$ cat config.mk
export PLATFORM = sky130hd
export DESIGN_NAME = banked_dpram
export DESIGN_NICKNAME = d
export VERILOG_FILES = /design/src/rtl/bdpram_pkg.sv /design/src/rtl/bdpram_wr_capture.sv /design/src/rtl/bdpram_tile.sv /design/src/rtl/bdpram_bank_decode.sv /design/src/rtl/bdpram_read_mux.sv /design/src/rtl/banked_dpram.sv
export SDC_FILE = /design/constraint.sdc
export NUM_CORES = 1
export LEC_CHECK = 0
export ABC_AREA = 0
export BUFFER_PORTS_ARGS = -buffer_cell sky130_fd_sc_hd__buf_2
export CAP_MARGIN = 0
export CELL_PAD_IN_SITES_DETAIL_PLACEMENT = 1
export CELL_PAD_IN_SITES_GLOBAL_PLACEMENT = 1
export CORE_MARGIN = 1.5
export CORE_UTILIZATION = 35
export CTS_CLUSTER_DIAMETER = 40
export CTS_CLUSTER_SIZE = 12
export DETAILED_ROUTE_END_ITERATION = 6
export PLACE_DENSITY_LB_ADDON = 0.1
export SLEW_MARGIN = 0
export SYNTH_ARGS = -nofsm -noshare
export SYNTH_HDL_FRONTEND = slang
export SYNTH_SLANG_ARGS = --single-unit
$ cat constraint.sdc
create_clock -name clk -period 3.45 [get_ports clk]
set_clock_uncertainty 0.15 [all_clocks]
set_input_delay 0.5175 -clock clk [delete_from_list [all_inputs] [get_ports clk]]
set_output_delay 0.5175 -clock clk [all_outputs]
set_load 0.02 [all_outputs]
$ cat src/rtl/bdpram_pkg.sv
`timescale 1ns/1ps
package bdpram_pkg;
    localparam int TILE_WORDS = 32;
    localparam int TILE_BITS  = 4;
    localparam int NUM_BANKS  = 4;
    localparam int LANES      = 2;

    localparam int WORD_BITS  = TILE_BITS * LANES;
    localparam int OFS_BITS   = $clog2(TILE_WORDS);
    localparam int BANK_BITS  = $clog2(NUM_BANKS);
    localparam int ADDR_BITS  = OFS_BITS + BANK_BITS;
    localparam int PAT_MUL    = 29;
    localparam int PAT_ADD    = 90;

    typedef logic [ADDR_BITS-1:0] addr_t;
    typedef logic [WORD_BITS-1:0] word_t;
    typedef logic [OFS_BITS-1:0]  ofs_t;
    typedef logic [BANK_BITS-1:0] bank_t;

    typedef struct packed {
        logic  en;
        addr_t addr;
        word_t data;
    } wr_cmd_t;

    function automatic bank_t bank_of(addr_t a);
        return a[ADDR_BITS-1 -: BANK_BITS];
    endfunction

    function automatic ofs_t ofs_of(addr_t a);
        return a[OFS_BITS-1:0];
    endfunction

    function automatic word_t preload_word(int unsigned idx);
        return word_t'(idx * PAT_MUL + PAT_ADD);
    endfunction
endpackage

$ cat src/rtl/bdpram_wr_capture.sv
`timescale 1ns/1ps
module bdpram_wr_capture
    import bdpram_pkg::*;
#(
    parameter bit ROM_MODE = 1'b0
) (
    input  logic    clk,
    input  logic    rst,
    input  logic    wr_en,
    input  addr_t   wr_addr,
    input  word_t   wr_data,
    output wr_cmd_t cmd
);
    wr_cmd_t nxt;

    always_comb begin
        nxt.en   = wr_en && !ROM_MODE;
        nxt.addr = wr_addr;
        nxt.data = wr_data;
    end

    always_ff @(posedge clk) begin
        if (rst) cmd <= '0;
        else     cmd <= nxt;
    end

    // a request seen at a rising edge is held for the commit
    p_capture_r2: assert property (@(posedge clk) disable iff (rst)
        (wr_en && !ROM_MODE) |=> (cmd.en && cmd.addr == $past(wr_addr) && cmd.data == $past(wr_data)));

    // ROM mode never forwards a write request
    p_rom_block_r9: assert property (@(posedge clk) disable iff (rst)
        (ROM_MODE && wr_en) |=> !cmd.en);
endmodule

$ cat src/rtl/bdpram_tile.sv
`timescale 1ns/1ps
module bdpram_tile
    import bdpram_pkg::*;
#(
    parameter int BANK = 0,
    parameter int LANE = 0
) (
    input  logic                 clk,
    input  logic                 rst,
    input  logic                 we,
    input  ofs_t                 waddr,
    input  logic [TILE_BITS-1:0] wdata,
    input  ofs_t                 raddr,
    output logic [TILE_BITS-1:0] rdata
);
    logic [TILE_BITS-1:0] mem [TILE_WORDS];

    initial begin
        word_t w;
        for (int i = 0; i < TILE_WORDS; i++) begin
            w = preload_word(BANK * TILE_WORDS + i);
            mem[i] = w[LANE*TILE_BITS +: TILE_BITS];
        end
    end

    // commit half a cycle after capture
    always_ff @(negedge clk) begin
        if (we) mem[waddr] <= wdata;
    end

    assign rdata = mem[raddr];

    // by the next rising edge the committed word equals the request
    p_commit_r2: assert property (@(posedge clk) disable iff (rst)
        we |-> (mem[waddr] == wdata));
endmodule

$ cat src/rtl/bdpram_bank_decode.sv
`timescale 1ns/1ps
module bdpram_bank_decode
    import bdpram_pkg::*;
(
    input  wr_cmd_t              cmd,
    output logic [NUM_BANKS-1:0] bank_we
);
    for (genvar b = 0; b < NUM_BANKS; b++) begin : g_dec
        assign bank_we[b] = cmd.en && (bank_of(cmd.addr) == bank_t'(b));
    end
endmodule

$ cat src/rtl/bdpram_read_mux.sv
`timescale 1ns/1ps
module bdpram_read_mux
    import bdpram_pkg::*;
(
    input  logic                                clk,
    input  logic                                rst,
    input  logic                                rd_en,
    input  addr_t                               rd_addr,
    input  logic [NUM_BANKS-1:0][WORD_BITS-1:0] bank_rd,
    output word_t                               rd_data,
    output logic                                rd_oe
);
    word_t sel;

    always_comb begin
        sel = bank_rd[bank_of(rd_addr)];
        rd_oe = rd_en;
        rd_data = rd_en ? sel : '0;
    end

    // released bus carries no data
    p_release_r7: assert property (@(posedge clk) disable iff (rst)
        !rd_en |-> (!rd_oe && rd_data == '0));
endmodule

$ cat src/rtl/banked_dpram.sv
`timescale 1ns/1ps
module banked_dpram
    import bdpram_pkg::*;
#(
    parameter bit ROM_MODE = 1'b0
) (
    input  logic       clk,
    input  logic       rst,
    input  logic       wr_en,
    input  logic [6:0] wr_addr,
    input  logic [7:0] wr_data,
    input  logic       rd_en,
    input  logic [6:0] rd_addr,
    output logic [7:0] rd_data,
    output logic       rd_oe
);
    wr_cmd_t                             cmd;
    logic [NUM_BANKS-1:0]                bank_we;
    logic [NUM_BANKS-1:0][WORD_BITS-1:0] bank_rd;

    bdpram_wr_capture #(.ROM_MODE(ROM_MODE)) u_cap (
        .clk     (clk),
        .rst     (rst),
        .wr_en   (wr_en),
        .wr_addr (wr_addr),
        .wr_data (wr_data),
        .cmd     (cmd)
    );

    bdpram_bank_decode u_dec (
        .cmd     (cmd),
        .bank_we (bank_we)
    );

    for (genvar b = 0; b < NUM_BANKS; b++) begin : g_bank
        for (genvar l = 0; l < LANES; l++) begin : g_lane
            bdpram_tile #(.BANK(b), .LANE(l)) u_tile (
                .clk   (clk),
                .rst   (rst),
                .we    (bank_we[b]),
                .waddr (ofs_of(cmd.addr)),
                .wdata (cmd.data[l*TILE_BITS +: TILE_BITS]),
                .raddr (ofs_of(rd_addr)),
                .rdata (bank_rd[b][l*TILE_BITS +: TILE_BITS])
            );
        end
    end

    bdpram_read_mux u_rmux (
        .clk     (clk),
        .rst     (rst),
        .rd_en   (rd_en),
        .rd_addr (rd_addr),
        .bank_rd (bank_rd),
        .rd_data (rd_data),
        .rd_oe   (rd_oe)
    );

    // a live request enables exactly one bank, otherwise none
    p_one_bank_r4: assert property (@(posedge clk) disable iff (rst)
        cmd.en ? ($countones(bank_we) == 1) : (bank_we == '0));
endmodule

==> results of run 1 <==
==> kinds of logic (layout without fill, tap and decap cells) <==
family	after synthesis	after routing	share of synthesized area, %
and+or+nand+nor	297	297	3.42
buffers and inverters	119	1774	1.27
AOI/OAI and AO/OA	171	171	3.00
DFF	1040	1040	77.2
muxes	358	358	15.1
==> layout make-up <==
| type | instances | area (µm²) | area share [%] |
|---|---|---|---|
| clock inverter | 1145 | 5270 | 8.96 |
| sequential | 1040 | 31100 | 52.9 |
| clock buffer | 155 | 3800 | 6.46 |
| tap | 1512 | 1890 | 3.21 |
| multi-input combinational | 826 | 10400 | 17.7 |
| timing repair buffer | 474 | 6350 | 10.8 |
==> state kept, by name, summed over array words and instances, names as in the netlist <==
signal / cells
g_bank.g_lane.u_tile.mem: 1024
u_cap.cmd: 16
==> worst max path at each step <==
stage | slack, ps | end | cells after the start | from
3_5_place_dp | -1190 | rd_data[3] | 8 | g_bank[3].g_lane[0].u_tile.mem[27][3]
2_1_floorplan | -700 | rd_data[3] | 6 | g_bank[3].g_lane[0].u_tile.mem[27][3]
6_report | -1810 | rd_data[2] | 8 | g_bank[3].g_lane[0].u_tile.mem[7][2]
3_3_place_gp | -1340 | rd_data[3] | 8 | g_bank[3].g_lane[0].u_tile.mem[27][3]
5_1_grt | -1890 | rd_data[2] | 8 | g_bank[3].g_lane[0].u_tile.mem[7][2]
4_1_cts | -1950 | rd_data[2] | 8 | g_bank[3].g_lane[0].u_tile.mem[7][2]
==> critical path, cell delays in order, from the launching register on <==
cell	delay (ps)
edfxtp_1	360
mux4_2	500
mux2_4	280
a22oi_2	170
o2111ai_2	130
o41ai_2	250
buf_4	210
nand3_4	80
buf_6	150
==> layout by cell type (no fill, tap or decap), types with 5 or more instances in the layout <==
master,n
inv_1,1034
edfxtp_1,1024
mux4_2,200
buf_12,162
mux2i_1,153
clkbuf_16,152
nor2_4,131
buf_4,120
buf_6,98
a22oi_1,80
buf_8,41
nand3_1,36
nor2b_1,25
buf_2,25
a21oi_1,24
dlygate4sd3_1,23
inv_4,22
inv_6,20
clkinv_4,18
bufinv_16,18
nand2_4,15
nand2_8,14
dfxtp_4,14
nand2_1,13
clkinvlp_2,10
o21ai_1,9
inv_8,9
a22oi_2,8
o21ai_2,7
nand4_1,7
a32oi_1,7
nand3_4,7
clkinv_8,7
nor2_1,6
a221oi_1,6
o22ai_2,5
o221ai_2,5
inv_16,5
==> metal layers <==
metal  up-vias  track usage [%]  wire length, µm
met2       642             34.6            62800
met1     13200             26.0            51700
li1      11400                -                -
met3       224             7.31             6450
met4         4             12.2             3970
met5         -                0               27
==> per-stage QoR <==
step | TNS, ps | utilization, % | total power, W | instances
after detailed placement | -300190 | 41.2 | 0.0174 | 3786
final | -143210 | 51.5 | 0.0363 | 5152
after global placement | -262360 | 41.2 | 0.0174 | 3786
after CTS | -112700 | 51.2 | 0.0370 | 5136
after global routing | -164280 | 51.5 | 0.0384 | 5152
after floorplan | -32880 | - | 0.0167 | 1985
==> power by group <==
part | internal, W | switching (W)
clock | 0.0112 | 0.00933
sequential | 0.0140 | 0.0000418
combinational | 0.000704 | 0.000960
total | 0.0260 | 0.0103
==> repair_timing <==
| item | CTS | global route |
|---|---|---|
| cloned | 8 | 1 |
| setup endpoints to repair | 1032 | 1028 |
| gates resized for setup | 441 | 54 |
| hold buffers | 23 | 0 |
| hold endpoints to repair | 16 | 0 |
| buffers inserted | 23 | 19 |
| pin swaps | 90 | 53 |
==> results.sh, run 1 <==
export IMPL_finalInstanceArea_um2=58800
export IMPL_rr_startpoint="u_cap.cmd[11]"
export IMPL_grt_max_degree=93
export IMPL_drv_slew=0
export IMPL_diodes=0
export IMPL_synth_main_ff_cell="edfxtp_1"
export IMPL_critPathMaxFanout=1
export IMPL_cts_root_buf="clkbuf_16"
export IMPL_vdd_drop_max_mv=0.442
export IMPL_routed_wl_um=125000
export IMPL_cp_start_kind="flop"
export IMPL_slew_headroom_pct=63.4
export IMPL_reg2regPathDepth=8
export IMPL_hold_end="u_cap.cmd[15]"
export IMPL_post_place_ws_ps=-1190
export IMPL_antenna_left=0
export IMPL_synth_top_cell_by_area="edfxtp_1"
export IMPL_synthToLayoutAreaGrowth_pct=46.2
export IMPL_final_layout_size_suffix_gt1_share_pct=31.8
export IMPL_grt_pass1_wl_um=183000
export IMPL_crit_arrival_ps=4590
export IMPL_critPathCaptureType="output pin"
export IMPL_die_y_um=342
export IMPL_dpl_instance_area_um2=47000
export IMPL_tightestPinTransition_ps=550
export IMPL_synth_async_sr_flop_share_pct=0
export IMPL_power_density_nw_per_um2=616
export IMPL_grt_pass1_vias=30000
export IMPL_hp_class="input port to flop"
export IMPL_rows=124
export IMPL_crit_type="flop to output pin"
export IMPL_yosys_warnings=0
export IMPL_numPortBuffers=34
export IMPL_grt_usage_pct=21.8
export IMPL_syn_inst=1985
export IMPL_final_nets=3542
export IMPL_cts_buffers=150
export IMPL_p_leak_nw=22.4
export IMPL_antenna_found_initial=3
export IMPL_vias=25400
export IMPL_synth_top_area_share_pct=76.4
export IMPL_synth_avg_cell_area_um2=20.3
export IMPL_detail_route_wl_per_cell_um=24.3
export IMPL_synth_seq_cells=1040
export IMPL_yosys_top_cells_count="edfxtp_1 (1024), mux4_2 (200), mux2i_1 (156)"
export IMPL_worstPathRequired_ps=2780
export IMPL_setup_ws_ps=-1810
export IMPL_outcome="finished with violations"
export IMPL_clk_latency_ps=740
export IMPL_setup_viol=1032
export IMPL_clk_pin_slew_ps=50
export IMPL_grt_ovfl_total=0
export IMPL_hpwl_um=76700
export IMPL_hold_ws_ps=33.2
export IMPL_die_area_um2=117000
export IMPL_hold_violations=0
export IMPL_route_detailed_drc=0
export IMPL_routabilityCongestion=0.796
export IMPL_htreeDepth=4
export IMPL_avgViaCountPerCell=4.93
export IMPL_drt_initial_drc_count=1486
export IMPL_die_w_um=342
export IMPL_r2r_setup_slack_ps=-280
export IMPL_synth_most_common_cell="edfxtp_1"
export IMPL_holdPathStages=2
export IMPL_tritoncts="built"
export IMPL_synthesis_area_um2=40300
export IMPL_violations="setup timing"
export IMPL_maxCapViolCount=0
export IMPL_synth_area_leaders="edfxtp_1 (76%), mux4_2 (11%), mux2i_1 (3.9%), a22oi_1 (1.6%), nor2_1 (1.3%)"
export IMPL_clk_path_buf_depth=3
export IMPL_fillCellCount=11000
export IMPL_start_util_pct=35.3
export IMPL_rsz0062_at_grt="yes"
export IMPL_min_from="rst"
export IMPL_yosysSeqAreaShare_pct=77.2
export IMPL_pin_count=35
export IMPL_syn_num_nets=2011
export IMPL_cts_sinks=1040
export IMPL_drt_pass1_iter_count=5
export IMPL_synth_edf_count=1024
export IMPL_coreArea_um2=114000
export IMPL_reg2reg_to="g_bank[3].g_lane[1].u_tile.mem[5][1]"
export IMPL_synth_cell_types=46
Power figures use the tool's default switching activity.
==> inputs of run 2 (changes only) <==
BUFFER_PORTS_ARGS = not set   (was -buffer_cell sky130_fd_sc_hd__buf_2)
CORE_ASPECT_RATIO = 1.1   (was not set)
DONT_BUFFER_PORTS = 1   (was not set)
HOLD_SLACK_MARGIN = 0.02   (was not set)
==> results.sh, run 2 (synthesized netlist as in run 1, its figures left out) <==
export IMPL_drv_slew=0
export IMPL_fin_cells=5031
export IMPL_layout_common_cells="inv_1 (1037), edfxtp_1 (1024), mux4_2 (200), mux2i_1 (154), clkbuf_16 (147)"
export IMPL_crit_arrival_ps=4660
export IMPL_grt_pass1_vias=29600
export IMPL_grt_usage_pct=21.3
export IMPL_finalInstanceArea_um2=57200
export IMPL_diodes=0
export IMPL_die_w_um=326
export IMPL_slew_headroom_pct=18.6
export IMPL_fillCellCount=11100
export IMPL_hold_end="u_cap.cmd[11]"
export IMPL_cts_root_buf="clkbuf_16"
export IMPL_route_detailed_drc=0
export IMPL_drt_initial_drc_count=1472
export IMPL_rows=130
export IMPL_antenna_found_initial=0
export IMPL_cts_buffers=144
export IMPL_outcome="finished with violations"
export IMPL_critPathMaxFanout=1
export IMPL_dpl_instance_area_um2=45900
export IMPL_power_density_nw_per_um2=606
export IMPL_violations="setup timing"
export IMPL_hold_violations=0
export IMPL_regMostFlops="g_bank.g_lane.u_tile.mem"
export IMPL_synthToLayoutAreaGrowth_pct=42.1
export IMPL_drt_pass1_iter_count=7
export IMPL_clk_pin_slew_ps=60
export IMPL_routed_wl_um=122000
export IMPL_avgViaCountPerCell=4.95
export IMPL_post_place_ws_ps=-1280
export IMPL_vias=24900
export IMPL_cts_sinks=1040
export IMPL_startpoint="g_bank[2].g_lane[0].u_tile.mem[6][2]"
export IMPL_grt_pass1_wl_um=180000
export IMPL_critPathCaptureType="output pin"
export IMPL_rsz0062_at_grt="yes"
export IMPL_final_nets=3421
export IMPL_maxCapViolCount=0
export IMPL_tritoncts="built"
export IMPL_setup_viol=1024
export IMPL_worstPathRequired_ps=2780
export IMPL_clk_latency_ps=750
export IMPL_die_y_um=359
export IMPL_setup_ws_ps=-1870
export IMPL_coreArea_um2=114000
export IMPL_r2r_setup_slack_ps=-310
export IMPL_grt_ovfl_total=0
export IMPL_total_power_w=0.0347
export IMPL_detail_route_wl_per_cell_um=24.2
export IMPL_holdPathStages=2
export IMPL_htreeDepth=4
export IMPL_reg_top3="g_bank.g_lane.u_tile.mem (1024), u_cap.cmd (16)"
export IMPL_final_common_cell="inv_1"
export IMPL_routabilityCongestion=0.814
export IMPL_fin_util_pct=50.1
export IMPL_min_from="wr_addr[3]"
export IMPL_antenna_left=0
export IMPL_hp_class="input port to flop"
export IMPL_start_util_pct=35.3
export IMPL_vdd_drop_max_mv=0.467
export IMPL_largest_reg_flops=1024
export IMPL_clk_path_buf_depth=3
export IMPL_rr_startpoint="u_cap.cmd[12]"
export IMPL_final_layout_size_suffix_gt1_share_pct=29.6
export IMPL_cp_start_kind="flop"
export IMPL_crit_type="flop to output pin"
export IMPL_numPortBuffers=0
export IMPL_grt_max_degree=313
export IMPL_reg2regPathDepth=8
export IMPL_reg2reg_to="g_bank[1].g_lane[0].u_tile.mem[9][1]"
export IMPL_pin_count=35
export IMPL_p_leak_nw=21.5
export IMPL_dp_cells=3689
export IMPL_tightestPinTransition_ps=1210
export IMPL_hpwl_um=70600
export IMPL_die_area_um2=117000
run 2: changes by cell type in the layout (fill, tap and decap cells not counted), sizes merged:
cell         before   now
dlygate4sd3      23    17
clkinv           26    29
buf             450   342
inv            1090  1085
clkbuf          156   147
clkinvlp         11    19
bufinv           18     8
run 2: timing repair:
| item | 4_1_cts | 5_1_grt |
|---|---|---|
| endpoints found under the hold margin | 16 | 0 |
| pin swaps | 88 | 43 |
| buffers inserted | 33 | 2 |
| hold buffers | 17 | 0 |
| endpoints found under the setup margin | 1032 | 1032 |
| gates cloned | 8 | 0 |
| resized for setup | 449 | 52 |
run 2: critical path, stage by stage, from the launching register on:
cell and delay [ps]:
edfxtp_1 360, mux4_2 460, mux2_4 280, a22oi_2 180
o2111ai_2 160, o41ai_2 290, buf_4 210, nand3_4 90
buf_6 150
run 2: how the worst max path moves through the flow:
stage	slack (ps)	cells after the start	endpoint
CTS	-2010	8	rd_data[2]
detailed placement	-1280	8	rd_data[2]
finish	-1870	8	rd_data[2]
global route	-1970	8	rd_data[2]
floorplan	-700	6	rd_data[3]
global placement	-1230	8	rd_data[3]
run 2: report_power, final:
group / switching [W] / internal [W]
Combinational: 0.000676 / 0.000581
Clock: 0.00917 / 0.0102
Sequential: 0.0000479 / 0.0140
Total: 0.00989 / 0.0248
run 2: cell type report:
| cell class | count | area (µm²) | share of cell area (%) |
|---|---|---|---|
| Clock buffer | 147 | 3680 | 6.43 |
| Multi-Input combinational cell | 826 | 10400 | 18.2 |
| Sequential cell | 1040 | 31100 | 54.4 |
| Tap cell | 1518 | 1900 | 3.32 |
| Clock inverter | 1141 | 4960 | 8.68 |
| Timing Repair Buffer | 359 | 5150 | 9.01 |
run 2: per-stage QoR:
step / hold slack, ps / TNS, ps
2_1_floorplan: 432 / -32880
3_3_place_gp: 432 / -294330
3_5_place_dp: 434 / -319660
4_1_cts: 225 / -137750
5_1_grt: 250 / -190590
6_report: 276 / -150660
run 2: routing by layer:
metal	share of wire, %	GRT usage (%)	up-vias
met5	0	0	-
met4	2.4	11.4	0
met3	4.1	6.80	163
met2	52	34.8	545
met1	42	25.1	13100
li1	-	-	11100
==> inputs of run 3 (changes only) <==
CTS_BUF_LIST = sky130_fd_sc_hd__clkbuf_8   (was not set)
==> results.sh, run 3 (synthesized netlist as in run 1, its figures left out) <==
export IMPL_outcome="finished with violations"
export IMPL_violations="setup timing"
export IMPL_start_util_pct=35.3
export IMPL_setup_worst_path_end="rd_data[2]"
export IMPL_final_common_cell="inv_1"
export IMPL_numPortBuffers=0
export IMPL_rr_startpoint="u_cap.cmd[12]"
export IMPL_critPathCaptureType="output pin"
export IMPL_vdd_drop_max_mv=0.362
export IMPL_maxCapViolCount=0
export IMPL_r2r_setup_slack_ps=-340
export IMPL_grt_pass1_wl_um=179000
export IMPL_antenna_found_initial=3
export IMPL_cts_buffers=144
export IMPL_final_layout_size_suffix_gt1_share_pct=29.5
export IMPL_die_w_um=326
export IMPL_crit_arrival_ps=4720
export IMPL_detail_route_wl_per_cell_um=24.2
export IMPL_drv_slew=0
export IMPL_clk_path_buf_depth=3
export IMPL_synthToLayoutAreaGrowth_pct=37.8
export IMPL_cts_root_buf="clkbuf_8"
export IMPL_drt_pass1_iter_count=5
export IMPL_hold_violations=0
export IMPL_cts_sinks=1040
export IMPL_setup_viol=1032
export IMPL_startpoint="g_bank[2].g_lane[0].u_tile.mem[6][2]"
export IMPL_rows=130
export IMPL_clk_latency_ps=880
export IMPL_finalInstanceArea_um2=55500
export IMPL_crit_type="flop to output pin"
export IMPL_cp_start_kind="flop"
export IMPL_htreeDepth=4
export IMPL_reg2regPathDepth=8
export IMPL_coreArea_um2=114000
export IMPL_grt_usage_pct=21.2
export IMPL_hpwl_um=70600
export IMPL_p_leak_nw=20.8
export IMPL_hp_class="input port to flop"
export IMPL_grt_max_degree=313
export IMPL_routabilityCongestion=0.814
export IMPL_grt_ovfl_total=0
export IMPL_rsz0062_at_grt="yes"
export IMPL_die_area_um2=117000
export IMPL_worstPathRequired_ps=2780
export IMPL_final_nets=3426
export IMPL_grt_pass1_vias=29500
export IMPL_pin_count=35
export IMPL_tritoncts="built"
export IMPL_die_y_um=359
export IMPL_route_detailed_drc=0
export IMPL_power_density_nw_per_um2=547
export IMPL_fin_util_pct=48.6
export IMPL_routed_wl_um=122000
export IMPL_antenna_left=0
export IMPL_drt_initial_drc_count=1332
export IMPL_reg2reg_to="g_bank[3].g_lane[0].u_tile.mem[8][0]"
export IMPL_avgViaCountPerCell=4.94
export IMPL_layout_common_cells="inv_1 (1037), edfxtp_1 (1024), mux4_2 (200), mux2i_1 (155), clkbuf_8 (146)"
export IMPL_clk_pin_slew_ps=70
export IMPL_vias=24900
export IMPL_slew_headroom_pct=18.4
export IMPL_reg_top3="g_bank.g_lane.u_tile.mem (1024), u_cap.cmd (16)"
export IMPL_setup_ws_ps=-1940
export IMPL_dpl_instance_area_um2=45900
export IMPL_largest_reg_flops=1024
export IMPL_regMostFlops="g_bank.g_lane.u_tile.mem"
export IMPL_tightestPinTransition_ps=1210
export IMPL_critPathMaxFanout=1
run 3: cell types whose count changed in the layout (fill, tap and decap cells not counted), moves of 2 or more:
cell / before / now
clkinvlp_4: 0 / 6
a32oi_1: 2 / 5
clkinv_8: 8 / 3
diode_2: 0 / 6
clkbuf_16: 147 / 0
a32oi_2: 5 / 2
clkbuf_8: 0 / 146
a22oi_2: 7 / 9
buf_8: 37 / 35
buf_4: 62 / 72
buf_6: 109 / 107
nand3_2: 3 / 5
a22oi_1: 81 / 79
run 3: per-stage QoR:
stage                     worst slack, ps  hold WS (ps)  std cells  TNS (ps)  power, W
after floorplan                      -702           432       1985    -32880    0.0167
after global placement              -1230           432       3689   -294330    0.0170
after detailed placement            -1280           434       3689   -319660    0.0170
after CTS                           -2110          68.5       5033   -198110    0.0310
after global routing                -2060           114       5038   -242960    0.0324
final                               -1940           150       5042   -217200    0.0304
run 3: how the worst min path moves through the flow:
stage	from	end	slack, ps	depth (start not counted)
6_report	wr_data[2]	u_cap.cmd[2]	150	2
5_1_grt	wr_data[3]	u_cap.cmd[3]	110	2
4_1_cts	wr_data[2]	u_cap.cmd[2]	70	2
3_5_place_dp	rst	u_cap.cmd[6]	430	1
3_3_place_gp	rst	u_cap.cmd[7]	430	1
2_1_floorplan	rst	u_cap.cmd[15]	430	1
run 3: final cells by class:
class                   instances  area [µm²]
flip-flops and latches       1040       31100
repair buffers                364        5160
clock inverters              1142        4940
diodes                          6        15.0
clock buffers                 146        2010
fillers                     11200       58700
multi-input cells             826       10300
well taps                    1518        1900
run 3: critical path, stage by stage (launching register included):
cell	delay (ps)
edfxtp_1	350
mux4_2	460
mux2_4	290
a22oi_2	180
o2111ai_2	150
o41ai_2	280
buf_4	210
nand3_4	90
buf_6	150
run 3: where the power goes:
group	internal (W)	total [W]	switching (W)
logic	0.000572	0.00124	0.000672
registers	0.0140	0.0140	0.0000481
clock network	0.00652	0.0151	0.00856
total	0.0211	0.0304	0.00928
run 3: timing repair:
item / CTS / global route
gates resized for setup: 442 / 48
pin swaps: 74 / 51
endpoints found under the hold margin: 16 / 0
setup buffers: 33 / 7
cloned: 8 / 0
hold buffers: 17 / 0
setup endpoints to repair: 1032 / 1032
run 3: layer usage:
layer	wire, µm	part of all wire [%]	GRT usage [%]	vias to the layer above
li1	-	-	-	11100
met1	51000	42	25.2	13100
met2	63400	52	34.7	528
met3	4830	4.0	6.47	158
met4	2720	2.2	11.6	0
met5	0	0	0	-
